**config.mk**
```make
export PLATFORM = sky130hd
export DESIGN_NAME = dual_src_reset
export DESIGN_NICKNAME = d
export VERILOG_FILES = /design/src/rtl/rstc_pkg.sv /design/src/rtl/rstc_tick_gen.sv /design/src/rtl/rstc_sync.sv /design/src/rtl/rstc_edge_gate.sv /design/src/rtl/rstc_hold_timer.sv /design/src/rtl/dual_src_reset.sv
export SDC_FILE = /design/constraint.sdc
export NUM_CORES = 1
export LEC_CHECK = 0
export ABC_AREA = 1
export CAP_MARGIN = 20
export CORE_AREA = 5 5 112 103
export DETAILED_ROUTE_END_ITERATION = 10
export DIE_AREA = 0 0 117 108
export GPL_ROUTABILITY_DRIVEN = 0
export PLACE_DENSITY_LB_ADDON = 0.08
export SLEW_MARGIN = 40
export SYNTH_ARGS = -nofsm -noshare
export SYNTH_HDL_FRONTEND = slang
export SYNTH_SLANG_ARGS = --single-unit
```
**constraint.sdc**
```tcl
create_clock -name clk -period 1.7 [get_ports clk]
set_input_delay 0.17 -clock clk [delete_from_list [all_inputs] [get_ports clk]]
set_output_delay 0.17 -clock clk [all_outputs]
set_load 0.01 [all_outputs]
```
**src/rtl/rstc_pkg.sv**
```systemverilog
// Shared definitions for the dual-source reset generator.
// Assumes hold-time selection is a static 2-bit code.
package rstc_pkg;

    typedef enum logic [1:0] {
        HOLD_SHORT    = 2'b00,
        HOLD_MID      = 2'b01,
        HOLD_LONG     = 2'b10,
        HOLD_LONG_ALT = 2'b11
    } hold_sel_e;

    // Map a select code to its hold length in ticks.
    function automatic int hold_limit(input logic [1:0] sel, input int t0, input int t1, input int t2);
        case (hold_sel_e'(sel))
            HOLD_SHORT: return t0;
            HOLD_MID:   return t1;
            default:    return t2;
        endcase
    endfunction

    // Largest of three values, used to size counters.
    function automatic int max3(input int a, input int b, input int c);
        int m;
        m = (a > b) ? a : b;
        return (m > c) ? m : c;
    endfunction

endpackage

```
**src/rtl/rstc_tick_gen.sv**
```systemverilog
// Tick prescaler: produces a one-cycle strobe every TICK_DIV clocks.
// Assumes TICK_DIV >= 1; with TICK_DIV == 1 the strobe is constant high.
module rstc_tick_gen #(
    parameter int TICK_DIV = 1000
) (
    input  logic clk,
    input  logic rst_n,
    output logic tick_o
);

    generate
        if (TICK_DIV <= 1) begin : g_every
            logic unused_ok;
            assign unused_ok = clk & rst_n;
            assign tick_o    = 1'b1;
        end else begin : g_div
            localparam int CW = $clog2(TICK_DIV);
            logic [CW-1:0] div_q;

            // Free-running divider that wraps at TICK_DIV-1.
            always_ff @(posedge clk) begin
                if (!rst_n)
                    div_q <= '0;
                else if (div_q == CW'(TICK_DIV - 1))
                    div_q <= '0;
                else
                    div_q <= div_q + 1'b1;
            end

            assign tick_o = (div_q == CW'(TICK_DIV - 1));
        end
    endgenerate

endmodule

```
**src/rtl/rstc_sync.sv**
```systemverilog
// Level synchronizer for an asynchronous input.
// Assumes STAGES >= 2; RST_VAL is the inactive level of the input.
module rstc_sync #(
    parameter int   STAGES  = 2,
    parameter logic RST_VAL = 1'b0
) (
    input  logic clk,
    input  logic rst_n,
    input  logic d_i,
    output logic q_o
);

    logic [STAGES-1:0] pipe_q;

    // Shift the input through the flop chain.
    always_ff @(posedge clk) begin
        if (!rst_n)
            pipe_q <= {STAGES{RST_VAL}};
        else
            pipe_q <= {pipe_q[STAGES-2:0], d_i};
    end

    assign q_o = pipe_q[STAGES-1];

endmodule

```
**src/rtl/rstc_edge_gate.sv**
```systemverilog
// Edge detector with release lockout for the instant trigger.
// A rise is accepted only when no lockout is running. The fall that ends an
// accepted press loads a LOCK_TICKS window. Falls of ignored presses are
// not armed and start nothing.
// Assumes lvl_i is already synchronized and LOCK_TICKS >= 1.
module rstc_edge_gate #(
    parameter int LOCK_TICKS = 360
) (
    input  logic clk,
    input  logic rst_n,
    input  logic tick_i,
    input  logic lvl_i,
    output logic rise_o,
    output logic fire_o,
    output logic lock_o
);

    localparam int LW = $clog2(LOCK_TICKS + 1);

    logic          prev_q;
    logic          armed_q;
    logic [LW-1:0] lock_q;
    logic          fall;

    assign rise_o = lvl_i & ~prev_q;
    assign fall   = ~lvl_i & prev_q;
    assign lock_o = (lock_q != '0);
    assign fire_o = rise_o & ~lock_o;

    // Remember the previous level for edge detection.
    always_ff @(posedge clk) begin
        if (!rst_n) prev_q <= 1'b0;
        else        prev_q <= lvl_i;
    end

    // Track whether the current press was accepted.
    always_ff @(posedge clk) begin
        if (!rst_n)      armed_q <= 1'b0;
        else if (fire_o) armed_q <= 1'b1;
        else if (fall)   armed_q <= 1'b0;
    end

    // Lockout window: load on an armed fall, count down on ticks.
    always_ff @(posedge clk) begin
        if (!rst_n)
            lock_q <= '0;
        else if (fall && armed_q)
            lock_q <= LW'(LOCK_TICKS);
        else if (lock_o && tick_i)
            lock_q <= lock_q - 1'b1;
    end

endmodule

```
**src/rtl/rstc_hold_timer.sv**
```systemverilog
// Hold-time qualifier for the active-low button.
// Counts ticks while the button is pressed and fires once when the
// selected hold is reached; release clears the counter and re-arms.
// Assumes btn_low_i is synchronized, sel_i is static, hold values >= 1.
module rstc_hold_timer #(
    parameter int HOLD_T0 = 2000,
    parameter int HOLD_T1 = 6000,
    parameter int HOLD_T2 = 10000
) (
    input  logic       clk,
    input  logic       rst_n,
    input  logic       tick_i,
    input  logic       btn_low_i,
    input  logic [1:0] sel_i,
    output logic       fire_o
);

    localparam int MAXD = rstc_pkg::max3(HOLD_T0, HOLD_T1, HOLD_T2);
    localparam int HW   = $clog2(MAXD + 1);

    logic [HW-1:0] cnt_q;
    logic [HW-1:0] lim_m1;
    logic          done_q;

    // Last count value before the selected hold is complete.
    always_comb lim_m1 = HW'(rstc_pkg::hold_limit(sel_i, HOLD_T0, HOLD_T1, HOLD_T2) - 1);

    assign fire_o = btn_low_i & ~done_q & tick_i & (cnt_q >= lim_m1);

    // Count held ticks; one shot per press.
    always_ff @(posedge clk) begin
        if (!rst_n || !btn_low_i) begin
            cnt_q  <= '0;
            done_q <= 1'b0;
        end else if (fire_o) begin
            done_q <= 1'b1;
        end else if (tick_i && !done_q && cnt_q < HW'(MAXD)) begin
            cnt_q <= cnt_q + 1'b1;
        end
    end

endmodule

```
**src/rtl/dual_src_reset.sv**
```systemverilog
// Dual-source reset pulse generator (top).
// An instant edge-triggered request and a hold-qualified button request
// share one timeout counter. Any accepted request reloads the full
// timeout. The output is low while the counter is non-zero.
// Assumes all window parameters are >= 1 and SYNC_STAGES >= 2.
module dual_src_reset #(
    parameter int TICK_DIV    = 1000,
    parameter int SYNC_STAGES = 2,
    parameter int PULSE_TICKS = 240,
    parameter int LOCK_TICKS  = 360,
    parameter int HOLD_T0     = 2000,
    parameter int HOLD_T1     = 6000,
    parameter int HOLD_T2     = 10000
) (
    input  logic       clk,
    input  logic       rst_n,
    input  logic       trig_i,
    input  logic       btn_n_i,
    input  logic [1:0] sel_i,
    output logic       rst_n_o
);

    localparam int PW = $clog2(PULSE_TICKS + 1);

    logic          tick;
    logic          trig_lvl;
    logic          btn_lvl;
    logic          btn_low;
    logic          trig_rise;
    logic          trig_fire;
    logic          lock_on;
    logic          btn_fire;
    logic          req_any;
    logic [PW-1:0] pulse_q;

    rstc_tick_gen #(.TICK_DIV(TICK_DIV)) u_tick (
        .clk(clk), .rst_n(rst_n), .tick_o(tick)
    );

    rstc_sync #(.STAGES(SYNC_STAGES), .RST_VAL(1'b0)) u_sync_trig (
        .clk(clk), .rst_n(rst_n), .d_i(trig_i), .q_o(trig_lvl)
    );

    rstc_sync #(.STAGES(SYNC_STAGES), .RST_VAL(1'b1)) u_sync_btn (
        .clk(clk), .rst_n(rst_n), .d_i(btn_n_i), .q_o(btn_lvl)
    );

    assign btn_low = ~btn_lvl;

    rstc_edge_gate #(.LOCK_TICKS(LOCK_TICKS)) u_edge (
        .clk(clk), .rst_n(rst_n), .tick_i(tick), .lvl_i(trig_lvl),
        .rise_o(trig_rise), .fire_o(trig_fire), .lock_o(lock_on)
    );

    rstc_hold_timer #(.HOLD_T0(HOLD_T0), .HOLD_T1(HOLD_T1), .HOLD_T2(HOLD_T2)) u_hold (
        .clk(clk), .rst_n(rst_n), .tick_i(tick), .btn_low_i(btn_low),
        .sel_i(sel_i), .fire_o(btn_fire)
    );

    assign req_any = trig_fire | btn_fire;

    // Shared timeout: reload on any request, count down on ticks.
    always_ff @(posedge clk) begin
        if (!rst_n)
            pulse_q <= '0;
        else if (req_any)
            pulse_q <= PW'(PULSE_TICKS);
        else if (pulse_q != '0 && tick)
            pulse_q <= pulse_q - 1'b1;
    end

    // Active-low output while the timeout runs.
    assign rst_n_o = (pulse_q == '0);

endmodule

```
# == Yosys cells after proc, flatten, opt, wreduce, memory -nomap -nowiden ==
# Cells that the tools add are included.
# op_classes
n_addsub,5
n_lt_le_gt_ge,2
eq_ne,2
n_mux,7
n_bitwise,14
reduce_logical,19
# op_table
operator,count
one-hot mux 14 bit (2 select lines),1
two-way mux 9 bit,2
two-way mux 8 bit,2
adder 14 x 1 -> 14 bit (second input constant),1
greater-or-equal comparator 14 bit,1
less-than comparator 14 bit (second input constant),1
subtractor 14 x 1 -> 14 bit (second input constant),1
adder 10 x 1 -> 10 bit (second input constant),1
equality test 10 bit (second input constant),1
nonzero test 9 bit,1
subtractor 9 x 1 -> 9 bit (second input constant),1
zero test 8 bit,1
nonzero test 8 bit,1
subtractor 8 x 1 -> 8 bit (second input constant),1
inverter 1 bit,7
AND 1 bit,6
nonzero test 2 bit,3
OR reduction 2 bit,3
logical AND 1 bit,5
equality test 2 x 1 -> 1 bit (second input constant),1
zero test 1 bit,2
zero test 2 bit,1
two-way mux 1 bit,2
AND reduction 2 bit,1
other kinds (2),2
# totals
reg_bits,48
input_bits,6
out_inout_bits,1
elab_cells,60

# == Longest topological paths before layout ==
# logic_depth
ltp_word,7
depth_mapped,14
mapped_depth_nobuf,13

# == Modules after synthesis ==
# From an unflattened synthesis, not the netlist that was laid out.
# unflattened
hier_cells,426
area_unflattened_um2,2861.5
# by_module_without_submodules
mod,instances,cells_per_inst,area_each_um2,seq_area_each_um2
rstc_hold_timer,1,174,1121.1,300.3
rstc_edge_gate,1,98,631.9,220.2
dual_src_reset,1,81,541.8,160.2
rstc_tick_gen,1,61,456.7,200.2
rstc_sync,2,6,55.1,40.0

# == Worst setup path after synthesis ==
# No wires, ideal clock.
# synth_path
path_type,input-to-reg
start,in sel_i[1]
end,reg u_hold.cnt_q[0]
arrival_ns,1.505
required_ns,1.585
path_slack_ns,0.080
cell_stages,12
n_path_buf,1
cell_sequence,or2_2 > ha_1 > nand2_1 > inv_1 > nand2_1 > nor2_1 > nand2_1 > nand2_1 > nand2_4 > buf_2 > a21oi_1 > nor2_1
# synth_between
elab_chain_cells,7
# synth_rtl
element,line_no,text
from (decl),dual_src_reset.sv:19,"input logic [1:0] sel_i,"
equality test 2 x 1 -> 1 bit or zero test 2 bit (tied branches),rstc_pkg.sv:14,case (hold_sel_e'(sel))
one-hot mux 14 bit (2 select lines) (*),rstc_pkg.sv:14,
subtractor 14 x 1 -> 14 bit (*),rstc_hold_timer.sv:26,"always_comb lim_m1 = HW'(rstc_pkg::hold_limit(sel_i, HOLD_T0, HOLD_T1, HOLD_T2) - 1);"
greater-or-equal comparator 14 bit (*),rstc_hold_timer.sv:28,assign fire_o = btn_low_i & ~done_q & tick_i & (cnt_q >= lim_m1);
AND 1 bit (*),rstc_hold_timer.sv:28,
inverter 1 bit (no source line) (*),n/a,
AND reduction 2 bit (no source line) (*),n/a,
to (signal assigned),rstc_hold_timer.sv:38,cnt_q <= cnt_q + 1'b1;
to (decl),rstc_hold_timer.sv:21,logic [HW-1:0] cnt_q;
# Mark *: on every way between the ends. The rest lies on a longest branch, timed or not.
# A chain may end at the register's enable or synchronous reset.

# == Final worst setup path ==
# layout_path
start,in sel_i[0]
end,reg u_hold.cnt_q[9]
# The elaborated chain is that of the path after synthesis.

==> impl_metrics.json <==
{
  "cpMostUsedCell": "nand2_1",
  "hold_end": "u_sync_trig.pipe_q[1]",
  "path_cells": "dlygate4sd2_1 -> or2_4 -> ha_4 -> nand2_1 -> nand2_1 -> nand2_1 -> nor2_1 -> nor2_2 -> nand2_2 -> nand2_4 -> buf_12 -> nand2_8 -> nand2_1 -> a21oi_2",
  "drc": 0,
  "tightest_slew_ns": 0.546,
  "clk_latency_ns": 0.29,
  "antenna_cells": 0,
  "path_clk_slew_ns": 0.06,
  "synth-seq-area-share_pct": 37.0,
  "rsz0062_at_grt": "true",
  "grt_max_degree": 15,
  "rr_worst_depth": 12,
  "leakage_nw": 1.43,
  "syn_area_per_cell_um2": 6.93,
  "synth_area_um2": 2600,
  "clkPwrFrac_pct": 43.8,
  "synth_enable_flop_cells": 0,
  "pwr-share-seq_pct": 50.3,
  "synth.ff_latch_count": 48,
  "crit_path_top_delay_cell": "ha_4",
  "syn_inst": 375,
  "async_flop_share_pct": 0,
  "grt_pass1_vias": 2206,
  "synth.most_common_cell": "nand2_1",
  "drive_gt1_share_pct": 22.9,
  "min_period_ns": 1.59,
  "vias_per_cell": 4.33,
  "io_pins": 7,
  "cp_max_fo": 6,
  "synthDistinctLibCells": 31,
  "die_h_um": 108,
  "dp_cells": 531,
  "firstDrtPassIters": 6,
  "cp-start-kind": "primary input",
  "maxSlewHeadroom_pct": 63.6,
  "yosys.area.top_type": "dfxtp_1",
  "grt_usage_pct": 10.3,
  "slew_violations": 0,
  "r2r_start": "u_hold.cnt_q[13]",
  "synth_top_cell_area_share_pct": 37.0,
  "max-clock-path-buffers": 2,
  "vias": 2350,
  "port_buffers": 6,
  "syn_to_final_growth_pct": 30.3,
  "rows": 35,
  "dieArea_um2": 12600,
  "cts_root_buf": "clkbuf_16",
  "holdWs_ns": 0.413,
  "hold_viol": 0,
  "h-tree-depth": 2,
  "max_freq_mhz": 630,
  "fin_crit_sh_pct": 93.4,
  "reg2reg_slack_ns": 0.11,
  "internal-power_mw": 1.78,
  "cp-end-kind": "register",
  "crit_type": "in -> reg",
  "setup_viol": 0,
  "wl_per_cell_um": 11.0,
  "antenna_left": 0,
  "routed_wl_um": 5970,
  "synth_area_leaders": "dfxtp_1 (37%), nand2_1 (12%), nor2_1 (8.2%), nand3_1 (6.9%), a21oi_1 (6.4%)",
  "outcome": "completed",
  "die_x_um": 117,
  "p_sw_share_pct": 22.3,
  "nNetsFinal": 428,
  "drt_iter0_drc": 87,
  "min_from": "u_sync_trig.pipe_q[0]",
  "start_util_pct": 25.6,
  "power.switching_uw": 513,
  "critPathMaxStageDelay_ns": 0.26,
  "ctsHoldBuffers": 0,
  "holdPathStages": 2,
  "power_frac_comb_pct": 6.0,
  "dp_hpwl_um": 4350,
  "p_per_area_nw_per_um2": 678,
  "min_path_type": "reg -> reg",
  "total_power_mw": 2.30,
  "fin_cells": 543,
  "peakVddDrop_uv": 400,
  "grt_pass1_wl_um": 10400,
  "fin_util_pct": 33.3,
  "synth_fp_nets": 390,
  "cp.arrival_ns": 1.80,
  "antenna_found_initial": 0,
  "synth_top_flop_cell": "dfxtp_1",
  "core-area_um2": 10200,
  "crit_required_ns": 1.92,
  "grt_overflow": 0,
  "synth_commonest_cells": "nand2_1 (82), nor2_1 (57), dfxtp_1 (48)",
  "cts_buffers": 5,
  "yosysWarningCount": 0,
  "tritoncts": "built",
  "skew_ns": 0.00543,
  "r2r_end": "u_hold.cnt_q[9]",
  "max-cap-violations": 0,
  "cts.sinks": 48
}
[power groups by stage]
stage | clock network, mW | logic [mW] | registers (mW)
floorplan | 0 | 0.0701 | 1.18
finish | 1.01 | 0.137 | 1.15
CTS | 1.06 | 0.127 | 1.15
detailed placement | 0 | 0.125 | 1.18
global route | 1.11 | 0.159 | 1.16
global placement | 0 | 0.125 | 1.18
[per-stage QoR]
step	setup slack (ns)	setup TNS [ns]	instance area, um2
6_report	0.113	0	3380
3_3_place_gp	-0.489	-9.68	2990
2_1_floorplan	0.0799	0	2600
3_5_place_dp	-0.516	-10.57	2990
4_1_cts	0.0273	0	3240
5_1_grt	-0.0123	-0.0374	3380
[layer usage]
layer / vias up / routed length [um] / track usage, %
li1: 1272 / - / -
met2: 21 / 2630 / 16.2
met3: 6 / 154 / 2.52
met4: 0 / 57 / 2.21
met5: - / 0 / 0
met1: 1051 / 3130 / 14.3
[worst max-delay path: cells and delay by family]
family	cells	cell delay (ns)
AOI/OAI and AO/OA	1	0.11
adders and majority gates	1	0.26
and+or+nand+nor	10	0.87
buffers and inverters	2	0.40
[cell type report]
class | count | area (um2)
clock buffer | 6 | 139
timing repair buffer | 39 | 329
clock inverter | 2 | 10.0
inverter | 44 | 170
tap | 129 | 161
fill | 1109 | 6780
multi-input combinational | 275 | 1610
sequential | 48 | 967
[worst max path at each step]
stage | start | to | slack, ns
after floorplan | sel_i[1] | u_hold.cnt_q[0] | 0.08
after global placement | sel_i[1] | u_hold.cnt_q[12] | -0.49
after detailed placement | sel_i[1] | u_hold.cnt_q[10] | -0.52
after CTS | pulse_q[0] | rst_n_o | 0.03
after global routing | u_hold.cnt_q[12] | u_hold.cnt_q[5] | -0.01
final | sel_i[0] | u_hold.cnt_q[9] | 0.11
[logic make-up after synthesis]
group                      Yosys count  synth area share (%)
and+or+nand+nor                    204                  35.0
xor gates and xnor gates            18                  6.07
AOI/OAI and AO/OA                   43                  9.06
DFF                                 48                  37.0
adders and majority gates            9                  4.34
buffers and inverters               53                  8.53
[cell usage in the layout (no fill, tap or decap), drive strengths merged, types with 9 or more instances in the layout]
cell   instances
inv           44
nand2         90
xor2          11
ha             9
a21oi         34
nand3         36
nor2          60
dfxtp         48
buf           33
[registers in the layout, summed over array words and instances (netlist names)]
signal and flops:
u_sync_trig.pipe_q 2, u_tick.g_div.div_q 10, u_hold.done_q 1, pulse_q 8, u_hold.cnt_q 14, u_sync_btn.pipe_q 2, u_edge.armed_q 1, u_edge.lock_q 9
u_edge.prev_q 1
[what timing repair did]
| action | in CTS | in global routing |
|---|---|---|
| resized for setup | 16 | 39 |
| pin swaps | 3 | 13 |
| setup endpoints to repair | 24 | 30 |
| setup buffers | 3 | 0 |
| gates cloned | 1 | 0 |
(Power assumes the default switching activity.)
